<file path="src/rtl/seqd_pkg.sv">
package seqd_pkg;

  typedef enum logic [2:0] {
    S_IDLE      = 3'd0,
    S_CALL_A    = 3'd1,
    S_CALL_B    = 3'd2,
    S_CALL_C    = 3'd3,
    S_CALL_W    = 3'd4,
    S_DLY_START = 3'd5,
    S_DLY_WAIT  = 3'd6,
    S_DLY_END   = 3'd7
  } seq_state_e;

  typedef enum logic [2:0] {
    PH_NONE = 3'd0,
    PH_A    = 3'd1,
    PH_B    = 3'd2,
    PH_C    = 3'd3,
    PH_W    = 3'd4
  } phase_e;

  localparam int NUM_PHASES = 4;
  // Calling state + delay start + delay end always run.
  localparam int FIXED_CYCLES = 3;

  function automatic int wait_cycles(input int dur);
    return (dur > FIXED_CYCLES) ? dur - FIXED_CYCLES : 0;
  endfunction

  function automatic int max4(input int a, input int b, input int c, input int d);
    int m;
    m = a;
    if (b > m) m = b;
    if (c > m) m = c;
    if (d > m) m = d;
    return m;
  endfunction

endpackage

</file>
<file path="src/rtl/seqd_dly_cnt.sv">
module seqd_dly_cnt #(
  parameter int CW = 4
) (
  input  logic          clk_i,
  input  logic          rst_i,
  input  logic          clr_i,
  input  logic          load_i,
  input  logic [CW-1:0] load_val_i,
  input  logic          dec_i,
  output logic [CW-1:0] cnt_o,
  output logic          last_o
);

  logic [CW-1:0] cnt_q;

  always_ff @(posedge clk_i) begin
    if (rst_i || clr_i) begin
      cnt_q <= '0;
    end else if (load_i) begin
      cnt_q <= load_val_i;
    end else if (dec_i && (cnt_q != '0)) begin
      cnt_q <= cnt_q - 1'b1;
    end
  end

  assign cnt_o  = cnt_q;
  assign last_o = (cnt_q == CW'(1));

endmodule

</file>
<file path="src/rtl/seqd_phase_dec.sv">
module seqd_phase_dec #(
  parameter int NPH = 4
) (
  input  seqd_pkg::phase_e ph_i,
  output logic [NPH-1:0]   onehot_o
);

  for (genvar i = 0; i < NPH; i++) begin : g_bit
    assign onehot_o[i] = (ph_i == seqd_pkg::phase_e'(3'(i + 1)));
  end

endmodule

</file>
<file path="src/rtl/seqd_ctrl.sv">
module seqd_ctrl
  import seqd_pkg::*;
#(
  parameter int DUR_A = 6,
  parameter int DUR_B = 1,
  parameter int DUR_C = 3,
  parameter int DUR_W = 10,
  parameter int CW    = 4
) (
  input  logic          clk_i,
  input  logic          rst_i,
  input  logic          we_i,
  input  logic          cnt_last_i,
  output logic          cnt_clr_o,
  output logic          cnt_load_o,
  output logic [CW-1:0] cnt_load_val_o,
  output logic          cnt_dec_o,
  output seq_state_e    state_o,
  output phase_e        phase_o
);

  localparam logic [CW-1:0] WAIT_A = CW'(wait_cycles(DUR_A));
  localparam logic [CW-1:0] WAIT_B = CW'(wait_cycles(DUR_B));
  localparam logic [CW-1:0] WAIT_C = CW'(wait_cycles(DUR_C));
  localparam logic [CW-1:0] WAIT_W = CW'(wait_cycles(DUR_W));

  seq_state_e    state_q, state_d;
  seq_state_e    ret_q, ret_d;
  logic [CW-1:0] dly_q, dly_d;
  phase_e        ph_q, ph_d;

  function automatic phase_e phase_of(input seq_state_e s);
    case (s)
      S_CALL_A: return PH_A;
      S_CALL_B: return PH_B;
      S_CALL_C: return PH_C;
      S_CALL_W: return PH_W;
      default:  return PH_NONE;
    endcase
  endfunction

  always_comb begin
    state_d        = state_q;
    ret_d          = ret_q;
    dly_d          = dly_q;
    cnt_clr_o      = 1'b0;
    cnt_load_o     = 1'b0;
    cnt_load_val_o = dly_q;
    cnt_dec_o      = 1'b0;
    unique case (state_q)
      S_IDLE: begin
        if (we_i) begin
          state_d   = S_CALL_A;
          cnt_clr_o = 1'b1;
        end
      end
      S_CALL_A: begin
        dly_d   = WAIT_A;
        ret_d   = S_CALL_B;
        state_d = S_DLY_START;
      end
      S_CALL_B: begin
        dly_d   = WAIT_B;
        ret_d   = S_CALL_C;
        state_d = S_DLY_START;
      end
      S_CALL_C: begin
        dly_d   = WAIT_C;
        ret_d   = S_CALL_W;
        state_d = S_DLY_START;
      end
      S_CALL_W: begin
        dly_d   = WAIT_W;
        ret_d   = S_IDLE;
        state_d = S_DLY_START;
      end
      S_DLY_START: begin
        cnt_load_o = 1'b1;
        state_d    = (dly_q == '0) ? S_DLY_END : S_DLY_WAIT;
      end
      S_DLY_WAIT: begin
        if (cnt_last_i) state_d = S_DLY_END;
        else            cnt_dec_o = 1'b1;
      end
      S_DLY_END: begin
        state_d = ret_q;
      end
      default: state_d = S_IDLE;
    endcase
  end

  always_comb begin
    ph_d = ph_q;
    if (state_d == S_IDLE || state_d == S_CALL_A || state_d == S_CALL_B ||
        state_d == S_CALL_C || state_d == S_CALL_W) begin
      ph_d = phase_of(state_d);
    end
  end

  always_ff @(posedge clk_i) begin
    if (rst_i) begin
      state_q <= S_IDLE;
      ret_q   <= S_IDLE;
      dly_q   <= '0;
      ph_q    <= PH_NONE;
    end else begin
      state_q <= state_d;
      ret_q   <= ret_d;
      dly_q   <= dly_d;
      ph_q    <= ph_d;
    end
  end

  assign state_o = state_q;
  assign phase_o = ph_q;

endmodule

</file>
<file path="src/rtl/seqd_timed_seq.sv">
module seqd_timed_seq
  import seqd_pkg::*;
#(
  parameter int DUR_A = 6,
  parameter int DUR_B = 1,
  parameter int DUR_C = 3,
  parameter int DUR_W = 10
) (
  input  logic       clk_i,
  input  logic       rst_i,
  input  logic       we_i,
  output logic [3:0] phase_o,
  output logic       busy_o
);

  localparam int MAX_WAIT = wait_cycles(max4(DUR_A, DUR_B, DUR_C, DUR_W));
  localparam int CW       = $clog2(MAX_WAIT + 2);

  seq_state_e    state_q;
  phase_e        ph_q;
  logic [CW-1:0] cnt_q;
  logic          cnt_last, cnt_clr, cnt_load, cnt_dec;
  logic [CW-1:0] cnt_load_val;

  seqd_ctrl #(
    .DUR_A(DUR_A), .DUR_B(DUR_B), .DUR_C(DUR_C), .DUR_W(DUR_W), .CW(CW)
  ) u_ctrl (
    .clk_i          (clk_i),
    .rst_i          (rst_i),
    .we_i           (we_i),
    .cnt_last_i     (cnt_last),
    .cnt_clr_o      (cnt_clr),
    .cnt_load_o     (cnt_load),
    .cnt_load_val_o (cnt_load_val),
    .cnt_dec_o      (cnt_dec),
    .state_o        (state_q),
    .phase_o        (ph_q)
  );

  seqd_dly_cnt #(.CW(CW)) u_cnt (
    .clk_i      (clk_i),
    .rst_i      (rst_i),
    .clr_i      (cnt_clr),
    .load_i     (cnt_load),
    .load_val_i (cnt_load_val),
    .dec_i      (cnt_dec),
    .cnt_o      (cnt_q),
    .last_o     (cnt_last)
  );

  seqd_phase_dec #(.NPH(NUM_PHASES)) u_dec (
    .ph_i     (ph_q),
    .onehot_o (phase_o)
  );

  assign busy_o = (state_q != S_IDLE);

endmodule

</file>
<file path="config.mk">
export PLATFORM = sky130hd
export DESIGN_NAME = seqd_timed_seq
export DESIGN_NICKNAME = d
export VERILOG_FILES = /design/src/rtl/seqd_pkg.sv /design/src/rtl/seqd_dly_cnt.sv /design/src/rtl/seqd_phase_dec.sv /design/src/rtl/seqd_ctrl.sv /design/src/rtl/seqd_timed_seq.sv
export SDC_FILE = /design/constraint.sdc
export NUM_CORES = 1
export LEC_CHECK = 0
export ABC_AREA = 0
export BUFFER_PORTS_ARGS = -buffer_cell sky130_fd_sc_hd__buf_2
export CAP_MARGIN = 20
export CORE_MARGIN = 3
export CORE_UTILIZATION = 30
export CTS_CLUSTER_SIZE = 40
export DETAILED_ROUTE_END_ITERATION = 16
export GPL_TIMING_DRIVEN = 0
export HOLD_SLACK_MARGIN = 0.1
export MAX_ROUTING_LAYER = met4
export SLEW_MARGIN = 10
export SYNTH_ARGS = -nofsm -noshare
export SYNTH_HDL_FRONTEND = slang
export SYNTH_HIERARCHICAL = 1
export SYNTH_SLANG_ARGS = --single-unit
</file>
<file path="constraint.sdc">
create_clock -name clk_i -period 1.66 [get_ports clk_i]
set_clock_uncertainty 0.15 [all_clocks]
set_input_delay 0.083 -clock clk_i [delete_from_list [all_inputs] [get_ports clk_i]]
set_output_delay 0.083 -clock clk_i [all_outputs]
set_load 0.05 [all_outputs]
</file>
## After elaboration in Yosys (flattened, before gate mapping)

Index checks and enable logic that the tools add are counted.

- $add $sub $neg: 1
- Equal/unequal tests: 16
- Muxes and demuxes: 14
- Reduce and logical (&&, ||, !) cells: 16

Operator list:

| operator | number |
|---|---|
| one-hot mux 3 bit (4 select lines) | 2 |
| == test 3 x 2 -> 1 bit, second input constant | 6 |
| == test 3 bit, second input constant | 6 |
| one-hot mux 3 bit (5 select lines) | 1 |
| one-hot mux 4 bit (3 select lines) | 1 |
| == test 3 x 1 -> 1 bit, second input constant | 3 |
| two-way mux 4 bit | 2 |
| nonzero test 4 bit | 2 |
| zero test 3 bit | 2 |
| two-way mux 1 bit | 6 |
| two-way mux 3 bit | 2 |
| nonzero test 3 bit | 2 |
| logical OR 1 bit | 5 |
| == test 4 x 1 -> 1 bit, second input constant | 1 |
| zero test 4 bit | 1 |
| OR reduction 4 bit | 1 |
| subtractor 4 x 1 -> 4 bit, second input constant | 1 |
| nonzero test 2 bit | 1 |
| OR reduction 2 bit | 1 |
| logical AND 1 bit | 1 |

- Bits in registers: 17
- Bits of input ports: 3
- Output and inout port bits: 5

## Logic depth before layout (Yosys ltp)

- Depth in word-level cells: 8
- Gate-level depth with buffers: 7

## Hierarchy

Netlist, hierarchy kept.

By module, submodules not included:

| module | instances | cells each | area each (µm²) | sequential area each (µm²) |
|---|---|---|---|---|
| seqd_ctrl | 1 | 62 | 561.8 | 220.2 |
| seqd_dly_cnt | 1 | 34 | 277.8 | 80.1 |
| seqd_phase_dec | 1 | 4 | 32.5 | 0.0 |
| seqd_timed_seq | 1 | 1 | 6.3 | 0.0 |

## Least setup slack after synthesis

No wires, ideal clock.

- Kind: flip-flop to output port
- From: register u_ctrl.ph_q[1] (netlist: u_ctrl/phase_o[1])
- To: output phase_o[1]
- Arrival: 1.523 ns
- Required time: 1.427 ns
- Path slack: -0.096 ns
- Stages on the path, launching flop included: 2
- Cell sequence: dfxtp_1 -> nor3b_1

- Word-level cells in the longest chain between the ends: 1

Ends and longest elaborated chain:

| what | line | source |
|---|---|---|
| start, declared | seqd_ctrl.sv:30 | `phase_e ph_q, ph_d;` |
| start signal, assigned | seqd_ctrl.sv:110 | `ph_q <= ph_d;` |
| == test 3 x 2 -> 1 bit | seqd_phase_dec.sv:9 | `assign onehot_o[i] = (ph_i == seqd_pkg::phase_e'(3'(i + 1)));` |
| end, declared | seqd_timed_seq.sv:12 | `output logic [3:0] phase_o,` |

Every way passes these cells.

## Final worst setup path

- From: register u_cnt.cnt_q[1] (netlist: u_cnt/cnt_o[1])
- To: register u_cnt.cnt_q[0] (netlist: u_cnt/cnt_o[0])

- Word-level cells in the longest chain between the ends: 5
- Elaborated cells on any way between the ends: 6
- Classes of those cells: 1 x eq/ne; 2 x mux; 3 x reduce/logical

Ends and longest elaborated chain:

| what | line | source |
|---|---|---|
| start, declared | seqd_dly_cnt.sv:14 | `logic [CW-1:0] cnt_q;` |
| start signal, assigned | seqd_dly_cnt.sv:20 | `cnt_q <= load_val_i;` |
| start signal, assigned | seqd_dly_cnt.sv:22 | `cnt_q <= cnt_q - 1'b1;` |
| == test 4 x 1 -> 1 bit | seqd_dly_cnt.sv:27 | `assign last_o = (cnt_q == CW'(1));` |
| net cnt_last | seqd_timed_seq.sv:22 | `logic cnt_last, cnt_clr, cnt_load, cnt_dec;` |
| two-way mux 1 bit | seqd_ctrl.sv:82 | `if (cnt_last_i) state_d = S_DLY_END;` |
| two-way mux 1 bit | seqd_ctrl.sv:50 | `unique case (state_q)` |
| net cnt_dec | seqd_timed_seq.sv:22 |  |
| logical AND 1 bit | seqd_dly_cnt.sv:21 | `end else if (dec_i && (cnt_q != '0)) begin` |
| nonzero test 2 bit (no line) | -- |  |

The timed path passes the listed nets, and every way through them passes these cells.
A chain may end at the register's enable or synchronous reset.

==> summary.json <==
{
  "n_antenna_cell": 0,
  "syn_avg_cell_area_sq_um": 8.696,
  "synthMostInstantiatedCell": "sky130_fd_sc_hd__dfxtp_1",
  "total_clock_buffers_created_by_cts": 3,
  "final_min_period_over_clock_period_pct": 101.4,
  "path_clk_slew_ns": 0.09,
  "clkSinkCount": 15,
  "timing.fmax_mhz": 594.2,
  "synth.top_cell.area_share_pct": 34.19,
  "rsz_0062_raised_after_global_routing": "true",
  "final_hold_viol_count": 0,
  "synthToLayoutAreaGrowth_pct": 31.34,
  "power.switching_fraction_pct": 33.87,
  "dieWidth_um": 60.11,
  "finalSetupTns_ns": -0.06015,
  "post-route-drc-count": 0,
  "route.final.wire_length_mm": 2.026,
  "net-switching-power_uw": 316.0,
  "required_time_reported_for_the_critical_path_endpoint_ns": 1.68,
  "synthesis.instances": 101,
  "pin_count_of_the_biggest_net_entering_global_routing": 9,
  "critical_path_peak_fanout": 6,
  "cts.root.buffer_cell": "sky130_fd_sc_hd__clkbuf_4",
  "postSynthNetCount": 106,
  "crit_path_category": "flip-flop to flip-flop",
  "timing.final.max_slew_violations": 0,
  "h_tree_depth_reported_by_cts": 1,
  "synth_top_cell_by_area": "sky130_fd_sc_hd__dfxtp_1",
  "ys.warnings.count": 6,
  "final_antenna_net_count": 0,
  "final.hold.worst_slack_ns": 0.1775,
  "cell_chain_critical_path": "inv_2, ha_4, nor3b_4, nor4b_4, buf_4, and4_1, nor3_2",
  "worstRegToRegCells": 7,
  "clockBufferDepth": 2,
  "synth_top_family_by_area": "simple AND/OR/NAND/NOR gates",
  "antenna_found_initial": 0,
  "routed_wire_length_per_instance_um": 12.99,
  "synth_mux_area_share_pct": 0,
  "tmin_final_ns": 1.683,
  "clock_insertion_delay_at_the_later_pin_of_the_skew_report_ns": 0.28,
  "floorplan.core_area_sq_um": 2635,
  "grt_pass1_wl_mm": 3.505,
  "power.share.combinational_pct": 32.1,
  "netlist_area_sq_um": 878.3,
  "final_net_count": 132,
  "holdPathStages": 4,
  "synth-seq-cells": 15,
  "place.port_buffers": 7,
  "vdd_drop_max_mv": 0.4217,
  "start_util_pct": 33.33,
  "delay_of_the_slowest_critical_path_stage_ns": 0.35,
  "synthTopCellsByCount": "15 x sky130_fd_sc_hd__dfxtp_1, 11 x sky130_fd_sc_hd__nor2_1, 7 x sky130_fd_sc_hd__a21oi_1",
  "ys_types": 43,
  "synth_enable_flop_cells": 0,
  "status": "complete, but fails checks",
  "die-height_um": 60.11,
  "synth_seq_area_share_pct": 34.19,
  "crit_path_end_kind": "flip-flop",
  "globalRouteOverflowTotal": 0,
  "cts_tree": "yes",
  "synth_adder_area_share_pct": 2.849,
  "cap_viol_max_count": 0,
  "floorplan.die_area_sq_um": 3613,
  "arrival_ns": 1.71,
  "hpwlAfterDp_mm": 1.276,
  "worstSetupStartpointType": "flip-flop",
  "cellPowerDensity_nw_per_um2": 808.6,
  "floorplan.rows": 18,
  "gpl.final_weighted_congestion": 0.7545,
  "postSynth.topFlopCell": "sky130_fd_sc_hd__dfxtp_1",
  "yosys.area_share.simple_pct": 33.05,
  "first_global_vias": 806,
  "hold_class": "input pin to flip-flop",
  "routed-via-count": 826,
  "totalPowerFinal_uw": 932.8,
  "power.share.sequential_pct": 45.4,
  "synth-compound-area-share_pct": 19.37,
  "violations_in_the_final_reports": "setup timing",
  "drt_first_pass_iters": 4,
  "post-route-worst-setup-slack_ns": -0.02296,
  "post_synth_xor_area_fraction_pct": 0.9972,
  "dr.first_iter.drc_count": 17,
  "internal_power_of_the_cells_uw": 616.8,
  "vias_per_cell": 5.295,
  "post_route_cells_drive_above_1_share_pct": 43.65,
  "io_pins": 8,
  "crit_slowest_cell": "sky130_fd_sc_hd__dfxtp_2",
  "power.share.clock_pct": 22.5,
  "setup_viol": 4,
  "globalRouteTotalUtil_pct": 13.31,
  "synth-async-reset-ratio_pct": 0,
  "netlist_top_cells_area": "sky130_fd_sc_hd__dfxtp_1 34%, sky130_fd_sc_hd__nor2_1 4.7%, sky130_fd_sc_hd__a21oi_1 4.0%",
  "power_leakage_uw": 0.0004550
}
## final timing paths
check                                startpoint               to  slack (ns)
worst max-delay path             u_cnt/cnt_o[1]   u_cnt/cnt_o[0]       -0.02
worst min-delay path                       we_i   u_cnt/cnt_o[2]        0.18
worst max register to register   u_cnt/cnt_o[1]   u_cnt/cnt_o[0]       -0.02
worst min register to register  u_ctrl/ret_q[2]  u_ctrl/ret_q[2]        0.37
## logic make-up (layout without fill, tap and decap cells)
family,after synthesis,count (layout)
buf+inv,13,38
fa+ha+maj,2,2
compound gates,24,24
xor+xnor,1,1
flops,15,15
simple gates,45,45
other cells,1,1
## metal layers
| layer | GRT usage, % | share of wire (%) | vias to the layer above |
|---|---|---|---|
| li1 | - | - | 413 |
| met1 | 16.41 | 49 | 405 |
| met2 | 20.99 | 48 | 6 |
| met3 | 1.944 | 1.4 | 2 |
| met4 | 6.646 | 1.3 | 0 |
| met5 | - | 0 | - |
## flip-flops by register name (all words and copies together), names as in the netlist
name / count
u_ctrl/phase_o: 3
u_cnt/cnt_o: 4
u_ctrl/cnt_load_val_o: 2
u_ctrl/state_o: 3
u_ctrl/ret_q: 3
## stage by stage
stage | instance area, sq um | setup WS [ns] | std cells | util [%]
after detailed placement | 952.2 | -0.3022 | 138 | 36.13
final | 1154 | -0.02296 | 156 | 43.78
after global placement | 952.2 | -0.2639 | 138 | 36.13
after floorplan | 879.6 | -0.09588 | 101 | -
after global routing | 1154 | -0.1006 | 156 | 43.78
after CTS | 1140 | -0.03245 | 155 | 43.26
## power by group through the flow
stage | Combinational (uW) | Clock [uW] | Sequential [uW]
floorplan | 204 | 0 | 423
global placement | 241 | 0 | 430
detailed placement | 244 | 0 | 431
CTS | 296 | 219 | 423
global route | 326 | 239 | 428
finish | 299 | 210 | 424
## critical path, delay by kind of cell, from the launching register on
kind,cells,cell delay [ns]
adder cells (fa/ha/maj),1,0.14
flip-flops,1,0.35
AND/OR/NAND/NOR,4,0.69
buffers and inverters,2,0.24
## layout make-up
class                      count  area, sq um
inverter                       6        22.52
tap                           30        37.54
sequential                    15        312.8
fill                         261         1481
clock buffer                   4        26.28
timing repair buffer          22        150.1
buffer                         6        52.55
multi-input combinational     73        551.8
## timing repair
item,in CTS,in global routing
buffers inserted,12,2
hold buffers,1,0
pin swaps,10,5
hold endpoints to repair,4,0
endpoints found under the setup margin,8,8
resized for setup,19,4
## layout by cell type, fill, tap and decap left out, drive strengths merged, types with 2 or more instances in the layout
cell type / n
ha: 2
and3: 2
a211oi: 2
nor2: 11
nor3: 5
clkbuf: 4
a21oi: 8
nand4: 2
o21ai: 5
dfxtp: 15
nor3b: 4
nor4: 2
nand2: 5
buf: 27
or3: 3
o21a: 2
inv: 6
nand3: 3
(Power assumes the default switching activity.)
